File: src/rtl/pulse_gen_timer.sv
module pulse_gen_timer #(
  parameter int W = 8
) (
  input  logic         clk,
  input  logic         rst_n,
  input  logic         wr_en,
  input  logic [7:0]   wr_data,
  input  logic [W-1:0] width,
  input  logic         cmp0_in,
  input  logic         cmp1_in,
  output logic [7:0]   ctrl_q,
  output logic         pulse_out,
  output logic         busy
);
  localparam int SEL_W = 3;
  localparam int PS_W  = (1 << SEL_W) - 1;

  logic [1:0]      c0_sync, c1_sync;
  logic            c0_prev, c1_prev;
  logic [W-1:0]    cnt;
  logic [PS_W-1:0] psc;
  logic            active;

  wire c0_gated = c0_sync[1] & ctrl_q[0];
  wire c1_gated = c1_sync[1] & ctrl_q[1];
  wire c0_rise  = c0_gated & ~c0_prev;
  wire c1_rise  = c1_gated & ~c1_prev;

  wire restart_ev = (wr_en & wr_data[7]) | (ctrl_q[6] & c1_rise);
  wire stop_ev    = (wr_en & ~wr_data[7]) | (ctrl_q[5] & c0_rise);

  wire [PS_W-1:0] lim = ~({PS_W{1'b1}} << ctrl_q[4:2]);
  wire tick = psc >= lim;

  always_ff @(posedge clk or negedge rst_n) begin
    if (!rst_n) begin
      ctrl_q  <= '0;
      c0_sync <= '0;
      c1_sync <= '0;
      c0_prev <= 1'b0;
      c1_prev <= 1'b0;
    end else begin
      if (wr_en) ctrl_q <= wr_data;
      c0_sync <= {c0_sync[0], cmp0_in};
      c1_sync <= {c1_sync[0], cmp1_in};
      c0_prev <= c0_gated;
      c1_prev <= c1_gated;
    end
  end

  always_ff @(posedge clk or negedge rst_n) begin
    if (!rst_n) begin
      cnt    <= '0;
      psc    <= '0;
      active <= 1'b0;
    end else if (restart_ev) begin
      cnt    <= width;
      psc    <= '0;
      active <= (width != '0);
    end else if (stop_ev) begin
      cnt    <= '0;
      psc    <= '0;
      active <= 1'b0;
    end else if (active) begin
      if (tick) begin
        psc <= '0;
        cnt <= cnt - 1'b1;
        if (cnt == W'(1)) active <= 1'b0;
      end else begin
        psc <= psc + 1'b1;
      end
    end
  end

  assign pulse_out = active;
  assign busy      = active;


  stop_ends_pulse_chk: assert property (@(posedge clk) disable iff (!rst_n)
    (stop_ev && !restart_ev) |=> !pulse_out);


  restart_loads_chk: assert property (@(posedge clk) disable iff (!rst_n)
    (restart_ev && width != '0) |=> (pulse_out && cnt == $past(width)));


  count_down_only_chk: assert property (@(posedge clk) disable iff (!rst_n)
    (active && !restart_ev) |=> (cnt <= $past(cnt)));


  cmp0_disabled_chk: assert property (@(posedge clk) disable iff (!rst_n)
    !ctrl_q[0] |=> !c0_prev);


  pulse_has_count_chk: assert property (@(posedge clk) disable iff (!rst_n)
    pulse_out |-> (cnt != '0));
endmodule

File: config.mk
export PLATFORM = sky130hd
export DESIGN_NAME = pulse_gen_timer
export DESIGN_NICKNAME = d
export VERILOG_FILES = /design/src/rtl/pulse_gen_timer.sv
export SDC_FILE = /design/constraint.sdc
export NUM_CORES = 1
export LEC_CHECK = 0
export CAP_MARGIN = 15
export CORE_ASPECT_RATIO = 0.9
export CORE_UTILIZATION = 45
export DETAILED_ROUTE_END_ITERATION = 16
export DONT_BUFFER_PORTS = 1
export GPL_ROUTABILITY_DRIVEN = 0
export HOLD_SLACK_MARGIN = 0.05
export MAX_ROUTING_LAYER = met4
export PLACE_DENSITY = 0.57
export SETUP_SLACK_MARGIN = 0.4
export SLEW_MARGIN = 30
export SYNTH_ARGS = -nofsm -noshare
export SYNTH_HDL_FRONTEND = slang
export SYNTH_SLANG_ARGS = --single-unit
export TNS_END_PERCENT = 20
File: constraint.sdc
create_clock -name clk -period 2.6 [get_ports clk]
set_input_delay 0.52 -clock clk [delete_from_list [all_inputs] [get_ports clk]]
set_output_delay 0.52 -clock clk [all_outputs]
set_load 0.02 [all_outputs]
# ---- Word-level counts from Yosys, hierarchy flattened
# Cells that the tools add are included.
dict set report totals {
  inputBits 21
  register_bits 30
  output_inout_bits 10
  elab_cells 44
}
dict set report classes {
  reduce_logical 4
  n_shift 1
  n_eq_ne 1
  addsub 2
  mux 13
  bitwise 14
  n_lt_le_gt_ge 1
}
# cell count
set ops {}
lappend ops {{two-way mux 8 bit} 4}
lappend ops {{two-way mux 7 bit} 4}
lappend ops {{bitwise AND 1 bit} 8}
lappend ops {{equality test 8 x 1 -> 1 bit, second input constant} 1}
lappend ops {{nonzero test 8 bit} 1}
lappend ops {{subtractor 8 x 1 -> 8 bit, second input constant} 1}
lappend ops {{adder 7 x 1 -> 7 bit, second input constant} 1}
lappend ops {{greater-or-equal comparator 7 bit} 1}
lappend ops {{inverter 7 bit} 1}
lappend ops {{left shift 7 x 3 -> 7 bit, first input constant} 1}
lappend ops {{nonzero test 3 bit} 2}
lappend ops {{two-way mux 1 bit} 5}
lappend ops {{inverter 1 bit} 3}
lappend ops {{bitwise OR 1 bit} 2}
lappend ops {{AND reduction 2 bit} 1}

# ---- Longest topological paths before layout
# Gate-level depths: netlist of run 1.
dict set report depth {
  ltp_word 7
  mapped_depth 8
  depth_no_buf 7
}

# ---- Worst setup path after synthesis of run 1
# OpenSTA, ideal clock, no wires.
dict set report synth_timing {
  kind {register -> register}
  start {register ctrl_q[3]}
  end {register cnt[5]}
  stages_incl_launch_ff 8
  setup_ns 0.126
  path_slack_ns 0.438
  synth_period_minus_slack_ns 2.162
  t_required_ns 2.474
  path_buffers 1
  arrival_time_ns 2.036
  cell_sequence {dfrtp_1 or3_1 ha_1 nand2b_1 a31oi_1 o21bai_1 buf_2 o311a_1}
}
dict set report synth_between {
  elab_chain_len 5
}
# element line_no
set synth_rtl {}
lappend synth_rtl {{from (decl)} 11} ;# output logic [7:0] ctrl_q,
lappend synth_rtl {{from (signal assigned)} 43} ;# if (wr_en) ctrl_q <= wr_data;
lappend synth_rtl {{left shift 7 x 3 -> 7 bit} 32} ;# wire [PS_W-1:0] lim = ~({PS_W{1'b1}} << ctrl_q[4:2]);
lappend synth_rtl {{inverter 7 bit} 32}
lappend synth_rtl {{greater-or-equal comparator 7 bit} 33} ;# wire tick = psc >= lim;
lappend synth_rtl {{nonzero test 3 bit (no line)} -}
lappend synth_rtl {{AND reduction 2 bit (no line)} -}
lappend synth_rtl {{to (signal assigned)} 57} ;# cnt <= width;
lappend synth_rtl {{to (signal assigned)} 67} ;# cnt <= cnt - 1'b1;
lappend synth_rtl {{to (decl)} 20} ;# logic [W-1:0] cnt;
# Every way passes these cells.
# A chain may end at the register's enable or synchronous reset.

# ---- Worst setup path in the final report of run 1
dict set report layout_timing {
  start {register ctrl_q[2]}
  end {register cnt[7]}
}
# The elaborated chain is that of the path after synthesis.

==> key figures, run 1 <==
Outcome
  • Status: finished, final reports clean

Synthesis
  • Synth Area in Compound Gates: 0.171
  • Synth top area share: 0.426
  • Synth warn: 0
  • Post-synth cell types: 46
  • Synthesized area per cell: 9.83 sq um
  • Syn_nets: 210
  • #FFs+latches synth: 30
  • Synth Area in Adders: 0.0711
  • Synth Area in XOR/XNOR: 0
  • Mapped cell area: 0.00176 sq mm
  • Proportion of synthesized area in mux cells: 0.0448
  • Main combinational cell family by area after synthesis: simple AND/OR/NAND/NOR gates
  • Cell accounting for the most synthesized area: dfrtp_1
  • Largest cells by area after synthesis: dfrtp_1 (43%), ha_1 (7.1%), mux2_2 (4.5%)
  • Post-Synth Simple-Gate Area: 0.239
  • Number of synthesized flops with an enable pin: 0
  • Register area share after synthesis: 0.426
  • Post-synthesis cell count: 179
  • Fraction of registers with async set/reset: 1.00
  • Top_reg_cell synth: dfrtp_1

Place
  • Placed instance area: 0.00180 sq mm
  • DP Wirelength: 2640 microns
  • Port bufs: 0
  • Inst Count DP: 221

Floorplan
  • Die W: 67.9 microns
  • Core Region: 0.00373 sq mm
  • # rows: 21
  • Die Span Y: 61.3 microns
  • Initial Util: 0.472
  • Die area: 0.00417 sq mm
  • Top Ports: 31

Route
  • Avg WL per Cell: 15.9 microns
  • Drt first pass iters: 4
  • Vias/cell: 6.15
  • Remaining DRCs: 0
  • Via Count: 1446
  • Final WL: 3740 microns
  • ANT nets after route: 0
  • Detailed Route Iter0 Violations: 85

Timing
  • Min Hold Slack: 0.0530 ns
  • Setup tns final: 0 ns
  • Crit path time final: 2.11 ns
  • Fin Clk Skew: 0.00577 ns
  • Tcrit/Tclk final: 0.810
  • Slew HR: 0.464
  • Final Hold Fails: 0
  • RSZ-0062 raised after global routing: no
  • F_max: 475 MHz
  • Least-Margin Pin Slew: 0.804 ns
  • Final setup violation count: 0
  • Max-slew violation count: 0

Cells and area
  • Most common cell after layout, fill and taps aside: dfrtp_1
  • Post-route cell area: 0.00207 sq mm
  • Syn-to-layout area delta: 17.8%
  • Share of cells above drive strength 1: 0.228
  • Fin nets: 219
  • Non-filler cells in the finished layout: 235
  • # diodes: 0
  • Most frequent cells in the layout: dfrtp_1 (30), nand3_1 (15), nand2_1 (11), buf_4 (11), nor2_1 (10)

Worst hold path
  • Tightest Hold Check Type: primary input to asynchronous set/reset pin

Critical path
  • Critical path arrival: 2.27 ns
  • Reg2Reg Depth: 8
  • WP data required: 2.76 ns
  • Critical path endpoint category: flip-flop
  • R2r endpoint: cnt[7]$_DFFE_PN0P_
  • R2r startpoint: ctrl_q[2]$_DFFE_PN0P_
  • Max incr delay on CP: 0.41 ns
  • CP bufs+invs: 1
  • Slowest CP cell: dfrtp_1
  • CP cell instances: buf_4 -> a21oi_4 -> ha_4 -> a21o_1 -> a31oi_4 -> o21bai_4 -> and2_4 -> o311a_1
  • Critical Path Stages: 8
  • Crit path launch type: flip-flop
  • R2R setup slack: 0.49 ns
  • Top delay family on crit path: compound AO/OA/AOI/OAI gates
  • WS Path Type: flip-flop to flip-flop
  • Worst-path maximum fanout: 6

GRT
  • Vias in the first global route: 1358
  • GRT busiest layer: met2
  • Grt met3 use: 0.0685
  • Largest net degree at the start of global routing: 31
  • Global-route wire length before repair: 6210 microns
  • Tot GR Track Use: 0.213
  • M2 GR Usage: 0.317
  • Routing usage on met1: 0.271
  • Antenna violations before repair: 0
  • GRT overflow: 0

Pwr
  • VDD IR max: 0.000434 V
  • LEAKAGE: 0.874 nW
  • Pwr/cell area: 693 mW/mm^2

Clock network
  • Max clock buf depth: 2
  • Clk_lat worst skew: 0.28 ns
  • CTS Buf Count: 5
  • Worst-path clk slew: 0.07 ns
  • CTS root buffer: clkbuf_8
  • Htree depth: 2
  • CTS tree: built
  • Clock sink count: 30

Job
  • Max capacitance violation total: 0
## cells in the mapped netlist, drive strengths merged, types with 2 or more instances
cell and n:
dfrtp 30, nand3 15, nand2 11, a21oi 10, ha 10, nor2 10
a31oi 8, mux2 7, o21ai 7, buf 6, nor3 6, and2 5
inv 5, nand2b 5, clkbuf 4, nand4 4, o311a 4, a211oi 3
nor2b 3, nor4 3, a21o 2, and3 2, and4b 2, o21bai 2
o32a 2, or2 2, or3 2
## sequential cells by signal, summed over array words and instances, names as in the netlist
name / flops
c1_prev: 1
c0_prev: 1
c1_sync: 2
cnt: 8
psc: 7
busy: 1
ctrl_q: 8
c0_sync: 2
## through the flow
step	utilization	setup WS (ns)	total power (W)
after floorplan	-	0.438	0.000766
after global placement	0.482	0.193	0.000804
after detailed placement	0.482	0.142	0.000816
after CTS	0.542	0.418	0.00143
after global routing	0.556	0.403	0.00152
final	0.556	0.494	0.00144
## worst reg2reg max path, cell delays in order, from the launching register on
cell      delay [ns]
dfrtp_1         0.41
buf_4           0.18
a21oi_4         0.18
ha_4            0.23
a21o_1          0.19
a31oi_4         0.20
o21bai_4        0.12
and2_4          0.19
o311a_1         0.29
## kinds of logic (layout without fill, tap and decap cells)
family,after synthesis,count (layout)
compound gates,43,43
buf+inv,15,25
fa+ha+maj,10,10
simple gates,74,74
mux,7,7
flops,30,30
## layout make-up
| type | count | area, sq um |
|---|---|---|
| inverters | 5 | 18.8 |
| fillers | 328 | 1660 |
| repair buffers | 12 | 103 |
| clock buffers | 6 | 82.6 |
| multi-input cells | 134 | 1000 |
| clock inverters | 2 | 60.1 |
| well taps | 46 | 57.6 |
| flip-flops and latches | 30 | 751 |
## metal layers
metal / up-vias / share of wire
met5: - / 0
met4: 0 / 0.0086
met1: 704 / 0.46
met2: 49 / 0.47
met3: 4 / 0.066
li1: 689 / -
## report_power, final
group | internal (W) | switching (W) | leakage, nW
clock network | 0.000408 | 0.000172 | 0.0714
registers | 0.000510 | 0.0000741 | 0.379
logic | 0.000131 | 0.000142 | 0.423
## worst max-delay path by stage
stage                     slack [ns]             startpoint                 end
after global placement          0.19  ctrl_q[3]$_DFFE_PN0P_      busy$_DFF_PN0_
after floorplan                 0.44  ctrl_q[3]$_DFFE_PN0P_  cnt[5]$_DFFE_PN0P_
after CTS                       0.42  ctrl_q[3]$_DFFE_PN0P_  cnt[7]$_DFFE_PN0P_
after detailed placement        0.14  ctrl_q[2]$_DFFE_PN0P_  cnt[2]$_DFFE_PN0P_
final                           0.49  ctrl_q[2]$_DFFE_PN0P_  cnt[7]$_DFFE_PN0P_
after global routing            0.40  ctrl_q[3]$_DFFE_PN0P_  cnt[6]$_DFFE_PN0P_
## what timing repair did
item                       CTS  global route
buffers inserted             3             2
pin swaps                    0             3
hold buffers                 1             0
hold endpoints to repair    30             0
resized for setup            7             6
setup endpoints to repair   12            11
Power figures use the tool's default switching activity.
==> inputs of run 2 (changes only) <==
--- a/config.mk
+++ b/config.mk
@@ -13,7 +13,7 @@
 export GPL_ROUTABILITY_DRIVEN = 0
 export HOLD_SLACK_MARGIN = 0.05
 export MAX_ROUTING_LAYER = met4
-export PLACE_DENSITY = 0.57
+export PLACE_DENSITY = 0.59
 export SETUP_SLACK_MARGIN = 0.4
 export SLEW_MARGIN = 30
 export SYNTH_ARGS = -nofsm -noshare
==> constraint.sdc (replaced) <==
create_clock -name clk -period 1.9 [get_ports clk]
set_input_delay 0.38 -clock clk [delete_from_list [all_inputs] [get_ports clk]]
set_output_delay 0.38 -clock clk [all_outputs]
set_load 0.02 [all_outputs]
==> key figures, run 2 (synthesis results as in run 1) <==
Cells and area
  • Most common cell after layout, fill and taps aside: dfrtp_1 (unchanged)
  • Fin nets: 235 (was 219)
  • Syn-to-layout area delta: 24.9% (was 17.8%)
  • Post-route cell area: 0.00220 sq mm (was 0.00207 sq mm)
  • Biggest regs: cnt x8, ctrl_q x8, psc x7 (unchanged)
  • Most frequent cells in the layout: dfrtp_1 (28), buf_4 (21), nand3_1 (14), nand2_1 (11) (was dfrtp_1 (30), nand3_1 (15), nand2_1 (11), buf_4 (11), nor2_1 (10))
  • Share of cells above drive strength 1: 0.288 (was 0.228)
  • # diodes: 0 (unchanged)

Clock network
  • Max clock buf depth: 2 (unchanged)
  • Clock sink count: 30 (unchanged)
  • Htree depth: 2 (unchanged)
  • Clk_lat worst skew: 0.28 ns (about the same)
  • CTS root buffer: clkbuf_8 (unchanged)
  • CTS Buf Count: 5 (unchanged)
  • CTS tree: built (unchanged)
  • Worst-path clk slew: 0.06 ns (was 0.07 ns)

Floorplan
  • Die area: 0.00417 sq mm (unchanged)
  • Initial Util: 0.472 (unchanged)
  • Core Region: 0.00373 sq mm (unchanged)
  • Die W: 67.9 microns (unchanged)
  • # rows: 21 (unchanged)
  • Top Ports: 31 (unchanged)
  • Die Span Y: 61.3 microns (unchanged)

Timing
  • Max-slew violation count: 0 (unchanged)
  • Setup tns final: -1.95 ns (was 0 ns)
  • Crit path time final: 2.07 ns (was 2.11 ns)
  • Min Hold Slack: 0.127 ns (was 0.0530 ns)
  • Slew HR: 0.625 (was 0.464)
  • RSZ-0062 raised after global routing: yes (was no)
  • Fin Clk Skew: 0.00472 ns (was 0.00577 ns)
  • Final worst slack: -0.167 ns (was 0.494 ns)
  • F_max: 484 MHz (was 475 MHz)
  • Least-Margin Pin Slew: 0.558 ns (was 0.804 ns)
  • Tcrit/Tclk final: 1.09 (was 0.810)
  • Final setup violation count: 16 (was 0)
  • Final Hold Fails: 0 (unchanged)

Pwr
  • Sw Share: 0.287 (was 0.270)
  • Pwr/cell area: 854 mW/mm^2 (was 693 mW/mm^2)
  • LEAKAGE: 0.958 nW (was 0.874 nW)
  • Cell internal pwr: 0.00134 W (was 0.00105 W)
  • P_sw: 0.000538 W (was 0.000388 W)
  • Combinational share of power: 0.241 (was 0.190)
  • Clock Power Share: 0.352 (was 0.404)
  • Flop pwr share: 0.408 (was 0.406)
  • VDD IR max: 0.000594 V (was 0.000434 V)

Critical path
  • WS Path Type: flip-flop to flip-flop (unchanged)
  • Cell mode on critical path: buf_6
  • Max incr delay on CP: 0.41 ns (about the same)
  • CP cell instances: or3_1 -> ha_1 -> nand2b_4 -> a31oi_4 -> o21bai_4 -> buf_6 -> buf_6 -> a211oi_2 -> nor3_2 (was buf_4 -> a21oi_4 -> ha_4 -> a21o_1 -> a31oi_4 -> o21bai_4 -> and2_4 -> o311a_1)
  • Critical path arrival: 2.23 ns (was 2.27 ns)
  • WP data required: 2.06 ns (was 2.76 ns)
  • Crit path launch type: flip-flop (unchanged)
  • Slowest CP cell: dfrtp_2 (was dfrtp_1)
  • Critical path endpoint category: flip-flop (unchanged)
  • Worst-path maximum fanout: 4 (was 6)

GRT
  • Vias in the first global route: 1319 (was 1358)
  • Antenna violations before repair: 0 (unchanged)
  • Tot GR Track Use: 0.212 (was 0.213)
  • Largest net degree at the start of global routing: 31 (unchanged)
  • Global-route wire length before repair: 6190 microns (was 6210 microns)
  • GRT overflow: 0 (unchanged)

Route
  • Detailed Route Iter0 Violations: 102 (was 85)
  • Avg WL per Cell: 16.0 microns (was 15.9 microns)
  • Routed met3 length: 282 microns (was 245 microns)
  • ANT nets after route: 0 (unchanged)
  • Vias/cell: 6.04 (was 6.15)
  • Remaining DRCs: 0 (unchanged)
  • Drt first pass iters: 4 (unchanged)
  • Final WL: 4010 microns (was 3740 microns)
  • WL met1: 1770 microns (was 1710 microns)
  • Routed wl met2: 1910 microns (was 1750 microns)
  • Via Count: 1515 (was 1446)
  • Top Metal Used: met4 (unchanged)

Job
  • Max capacitance violation total: 0 (unchanged)

Place
  • DP Wirelength: 2840 microns (was 2640 microns)
  • Placed instance area: 0.00195 sq mm (was 0.00180 sq mm)
  • Setup slack at placement: -0.435 ns (was 0.142 ns)
  • Port bufs: 0 (unchanged)

Outcome
  • Failing checks: setup timing
  • Status: complete, but fails checks (was finished, final reports clean)

Worst hold path
  • Tightest Hold Check Type: primary input to flip-flop (was primary input to asynchronous set/reset pin)
==> run 2: metrics by stage <==
stage	instances	utilization	total power, W
2_1_floorplan	179	-	0.00105
3_3_place_gp	239	0.522	0.00115
3_5_place_dp	239	0.522	0.00116
4_1_cts	250	0.579	0.00188
5_1_grt	251	0.589	0.00198
6_report	251	0.589	0.00188
==> run 2: area by class of cell <==
cell class	count	area, sq um
well taps	46	57.6
clock inverters	1	30.0
repair buffers	28	267
fillers	321	1530
flip-flops and latches	30	753
inverters	5	18.8
clock buffers	7	86.3
multi-input cells	134	986
==> run 2: path summary, 6_finish.rpt <==
kind / startpoint / to / slack [ns] / cells after the start
max: ctrl_q[3]$_DFFE_PN0P_ / cnt[4]$_DFFE_PN0P_ / -0.17 / 9
min: cmp0_in / c0_sync[0]$_DFF_PN0_ / 0.13 / 0
max reg2reg: ctrl_q[3]$_DFFE_PN0P_ / cnt[4]$_DFFE_PN0P_ / -0.17 / 9
min reg2reg: c0_sync[0]$_DFF_PN0_ / c0_sync[1]$_DFF_PN0_ / 0.35 / 0
max in group asynchronous: rst_n / ctrl_q[4]$_DFFE_PN0P_ / 1.16 / 2
min in group asynchronous: rst_n / cnt[2]$_DFFE_PN0P_ / 0.56 / 2
==> run 2: per-layer routing <==
layer,global-route usage,vias to the layer above
met1,0.284,739
li1,-,715
met2,0.312,54
met3,0.0630,7
met4,0.0565,0
met5,-,-
==> run 2: power groups by stage <==
stage | combinational [W] | clock (W) | sequential (W)
after floorplan | 0.000262 | 0 | 0.000789
final | 0.000452 | 0.000660 | 0.000765
after global placement | 0.000376 | 0 | 0.000770
after CTS | 0.000441 | 0.000670 | 0.000764
after detailed placement | 0.000386 | 0 | 0.000775
after global routing | 0.000499 | 0.000707 | 0.000772
==> run 2: worst max-delay path, delay by kind of cell, from the launching register on <==
kind,cells,cell delay [ns]
DFF,1,0.41
buffers and inverters,2,0.24
and+or+nand+nor,3,0.55
AOI/OAI and AO/OA,3,0.46
adders and majority gates,1,0.28
==> run 2: timing repair <==
action / 4_1_cts / 5_1_grt
pin swaps: 5 / 5
hold buffers: 2 / 0
buffers inserted: 1 / 0
endpoints found under the hold margin: 30 / 0
endpoints found under the setup margin: 16 / 16
resized for setup: 12 / 2
gates cloned: 0 / 1
==> inputs of run 3 (changes only) <==
--- a/config.mk
+++ b/config.mk
@@ -6,7 +6,7 @@
 export NUM_CORES = 1
 export LEC_CHECK = 0
 export CAP_MARGIN = 15
-export CORE_ASPECT_RATIO = 0.9
+export CORE_ASPECT_RATIO = 1.5
 export CORE_UTILIZATION = 45
 export DETAILED_ROUTE_END_ITERATION = 16
 export DONT_BUFFER_PORTS = 1
@@ -14,6 +14,7 @@
 export HOLD_SLACK_MARGIN = 0.05
 export MAX_ROUTING_LAYER = met4
 export PLACE_DENSITY = 0.59
+export REMOVE_ABC_BUFFERS = 1
 export SETUP_SLACK_MARGIN = 0.4
 export SLEW_MARGIN = 30
 export SYNTH_ARGS = -nofsm -noshare
==> key figures, run 3 (synthesis results as in run 1) <==
Floorplan
  • Die area: 0.00417 sq mm (about the same)
  • Top Ports: 31 (unchanged)
  • Die Span Y: 78.6 microns (was 61.3 microns)
  • # rows: 27 (was 21)
  • Initial Util: 0.474 (was 0.472)
  • Core Region: 0.00372 sq mm (was 0.00373 sq mm)
  • Die W: 53.1 microns (was 67.9 microns)

Critical path
  • Crit path from: ctrl_q[3]$_DFFE_PN0P_ (unchanged)
  • CP bufs+invs: 1 (was 2)
  • R2R setup slack: -0.13 ns (was -0.17 ns)
  • Slowest CP cell: dfrtp_1 (was dfrtp_2)
  • Max incr delay on CP: 0.40 ns (was 0.41 ns)
  • Critical Path Stages: 8 (was 9)
  • Reg2Reg Depth: 8 (was 9)
  • WP data required: 2.06 ns (about the same)
  • WS Path Type: flip-flop to flip-flop (unchanged)
  • Critical path arrival: 2.19 ns (was 2.23 ns)
  • R2r endpoint: cnt[1]$_DFFE_PN0P_ (was cnt[4]$_DFFE_PN0P_)
  • Top delay family on crit path: compound AO/OA/AOI/OAI gates (was simple AND/OR/NAND/NOR gates)
  • Crit path launch type: flip-flop (unchanged)
  • R2r startpoint: ctrl_q[3]$_DFFE_PN0P_ (unchanged)
  • CP cell instances: buf_6 -> o21ai_2 -> ha_1 -> a211oi_2 -> o21bai_1 -> o21bai_4 -> and2_4 -> o32a_1 (was or3_1 -> ha_1 -> nand2b_4 -> a31oi_4 -> o21bai_4 -> buf_6 -> buf_6 -> a211oi_2 -> nor3_2)
  • Worst-path maximum fanout: 5 (was 4)
  • Critical path endpoint category: flip-flop (unchanged)

Cells and area
  • # diodes: 0 (unchanged)
  • Area taken by flip-flops and latches: 753 sq um (unchanged)
  • Fillers: 341 (was 321)
  • Share of cells above drive strength 1: 0.289 (was 0.288)
  • Non-filler cells in the finished layout: 244 (was 251)
  • Syn-to-layout area delta: 25.0% (was 24.9%)
  • Most frequent cells in the layout: dfrtp_1 (28), buf_4 (19), nand3_1 (15), nand2_1 (11), nor2_1 (10) (was dfrtp_1 (28), buf_4 (21), nand3_1 (14), nand2_1 (11))
  • Fin nets: 231 (was 235)
  • Biggest regs: cnt x8, ctrl_q x8, psc x7 (unchanged)
  • Most common cell after layout, fill and taps aside: dfrtp_1 (unchanged)
  • Post-route cell area: 0.00220 sq mm (about the same)
  • Multi-input logic area: 0.00102 sq mm (was 986 sq um)

GRT
  • Antenna violations before repair: 0 (unchanged)
  • Global-route wire length before repair: 7100 microns (was 6190 microns)
  • Tot GR Track Use: 0.239 (was 0.212)
  • Largest net degree at the start of global routing: 31 (unchanged)
  • Vias in the first global route: 1678 (was 1319)
  • GRT overflow: 0 (unchanged)

Place
  • Port bufs: 0 (unchanged)
  • Placed instance area: 0.00190 sq mm (was 0.00195 sq mm)
  • Inst Count DP: 231 (was 239)
  • DP Wirelength: 2940 microns (was 2840 microns)

Clock network
  • CTS root buffer: clkbuf_8 (unchanged)
  • CTS tree: built (unchanged)
  • Worst-path clk slew: 0.07 ns (was 0.06 ns)
  • Clock sink count: 30 (unchanged)
  • Max clock buf depth: 2 (unchanged)
  • Clk_lat worst skew: 0.28 ns (about the same)
  • Htree depth: 2 (unchanged)
  • CTS Buf Count: 5 (unchanged)

Route
  • Via Count: 1496 (was 1515)
  • Final WL: 4240 microns (was 4010 microns)
  • Drt first pass iters: 4 (unchanged)
  • ANT nets after route: 0 (unchanged)
  • Avg WL per Cell: 17.4 microns (was 16.0 microns)
  • Vias/cell: 6.13 (was 6.04)
  • Remaining DRCs: 0 (unchanged)
  • Detailed Route Iter0 Violations: 47 (was 102)

Timing
  • Max-slew violation count: 0 (unchanged)
  • Slew HR: 0.588 (was 0.625)
  • Tcrit/Tclk final: 1.07 (was 1.09)
  • Least-Margin Pin Slew: 0.612 ns (was 0.558 ns)
  • RSZ-0062 raised after global routing: yes (unchanged)
  • Fin Clk Skew: 0.00357 ns (was 0.00472 ns)
  • Final worst slack: -0.134 ns (was -0.167 ns)
  • Crit path time final: 2.03 ns (was 2.07 ns)
  • Final Hold Fails: 0 (unchanged)
  • F_max: 492 MHz (was 484 MHz)
  • Final setup violation count: 15 (was 16)

Worst hold path
  • Hold path depth: 0 (unchanged)
  • Tightest Hold Check Type: primary input to flip-flop (unchanged)
  • Hold Path End: c0_sync[0]$_DFF_PN0_ (unchanged)
  • Min-Delay Startpoint: cmp0_in (unchanged)

Outcome
  • Failing checks: setup timing (unchanged)
  • Status: complete, but fails checks (unchanged)

Pwr
  • LEAKAGE: 0.944 nW (was 0.958 nW)
  • Total Power: 0.00205 W (was 0.00188 W)
  • Pwr/cell area: 930 mW/mm^2 (was 854 mW/mm^2)
  • VDD IR max: 0.000729 V (was 0.000594 V)

Job
  • Max capacitance violation total: 0 (unchanged)
-- run 3: what timing repair did --
| action | CTS | global route |
|---|---|---|
| gates resized for setup | 10 | 11 |
| cloned | 0 | 0 |
| pin swaps | 4 | 5 |
| hold buffers | 2 | 0 |
| hold endpoints to repair | 30 | 0 |
| buffers inserted | 2 | 1 |
| endpoints found under the setup margin | 18 | 18 |
-- run 3: final cells by class --
type | instances | area share
multi-input cells | 134 | 0.462
flip-flops and latches | 30 | 0.342
repair buffers | 24 | 0.0978
clock buffers | 6 | 0.0375
clock inverters | 2 | 0.0273
well taps | 43 | 0.0244
inverters | 5 | 0.00853
-- run 3: worst max-delay path by stage --
| stage | endpoint |
|---|---|
| 6_report | cnt[1]$_DFFE_PN0P_ |
| 5_1_grt | cnt[1]$_DFFE_PN0P_ |
| 4_1_cts | cnt[1]$_DFFE_PN0P_ |
| 3_5_place_dp | cnt[2]$_DFFE_PN0P_ |
| 3_3_place_gp | cnt[6]$_DFFE_PN0P_ |
| 2_1_floorplan | cnt[2]$_DFFE_PN0P_ |
-- run 3: worst register-to-register path: stages, from the launching register on --
cell,delay (ns)
dfrtp_1,0.40
buf_6,0.14
o21ai_2,0.12
ha_1,0.26
a211oi_2,0.20
o21bai_1,0.11
o21bai_4,0.20
and2_4,0.19
o32a_1,0.29
-- run 3: routing by layer --
metal  track usage  routed length (microns)  share of wire
met2         0.423                     2440           0.58
met5             -                        0              0
met1         0.238                     1600           0.38
met4         0.116                       63          0.015
met3        0.0504                      134          0.032
-- run 3: power breakdown --
part | internal, W | leakage, nW | switching [W] | total (W)
combinational | 0.000217 | 0.496 | 0.000233 | 0.000450
clock | 0.000559 | 0.0714 | 0.000251 | 0.000810
sequential | 0.000699 | 0.377 | 0.0000880 | 0.000787
total | 0.00148 | 0.944 | 0.000572 | 0.00205
-- run 3: metrics by stage --
| stage | utilization | TNS (ns) | hold slack (ns) | setup WS [ns] |
|---|---|---|---|---|
| after detailed placement | 0.512 | -3.52 | 0.0851 | -0.322 |
| final | 0.592 | -1.32 | 0.123 | -0.134 |
| after global placement | 0.512 | -2.74 | 0.0850 | -0.262 |
| after floorplan | - | -4.87 | 0.0844 | -0.456 |
| after CTS | 0.574 | -2.30 | 0.112 | -0.185 |
| after global routing | 0.592 | -2.66 | 0.103 | -0.225 |
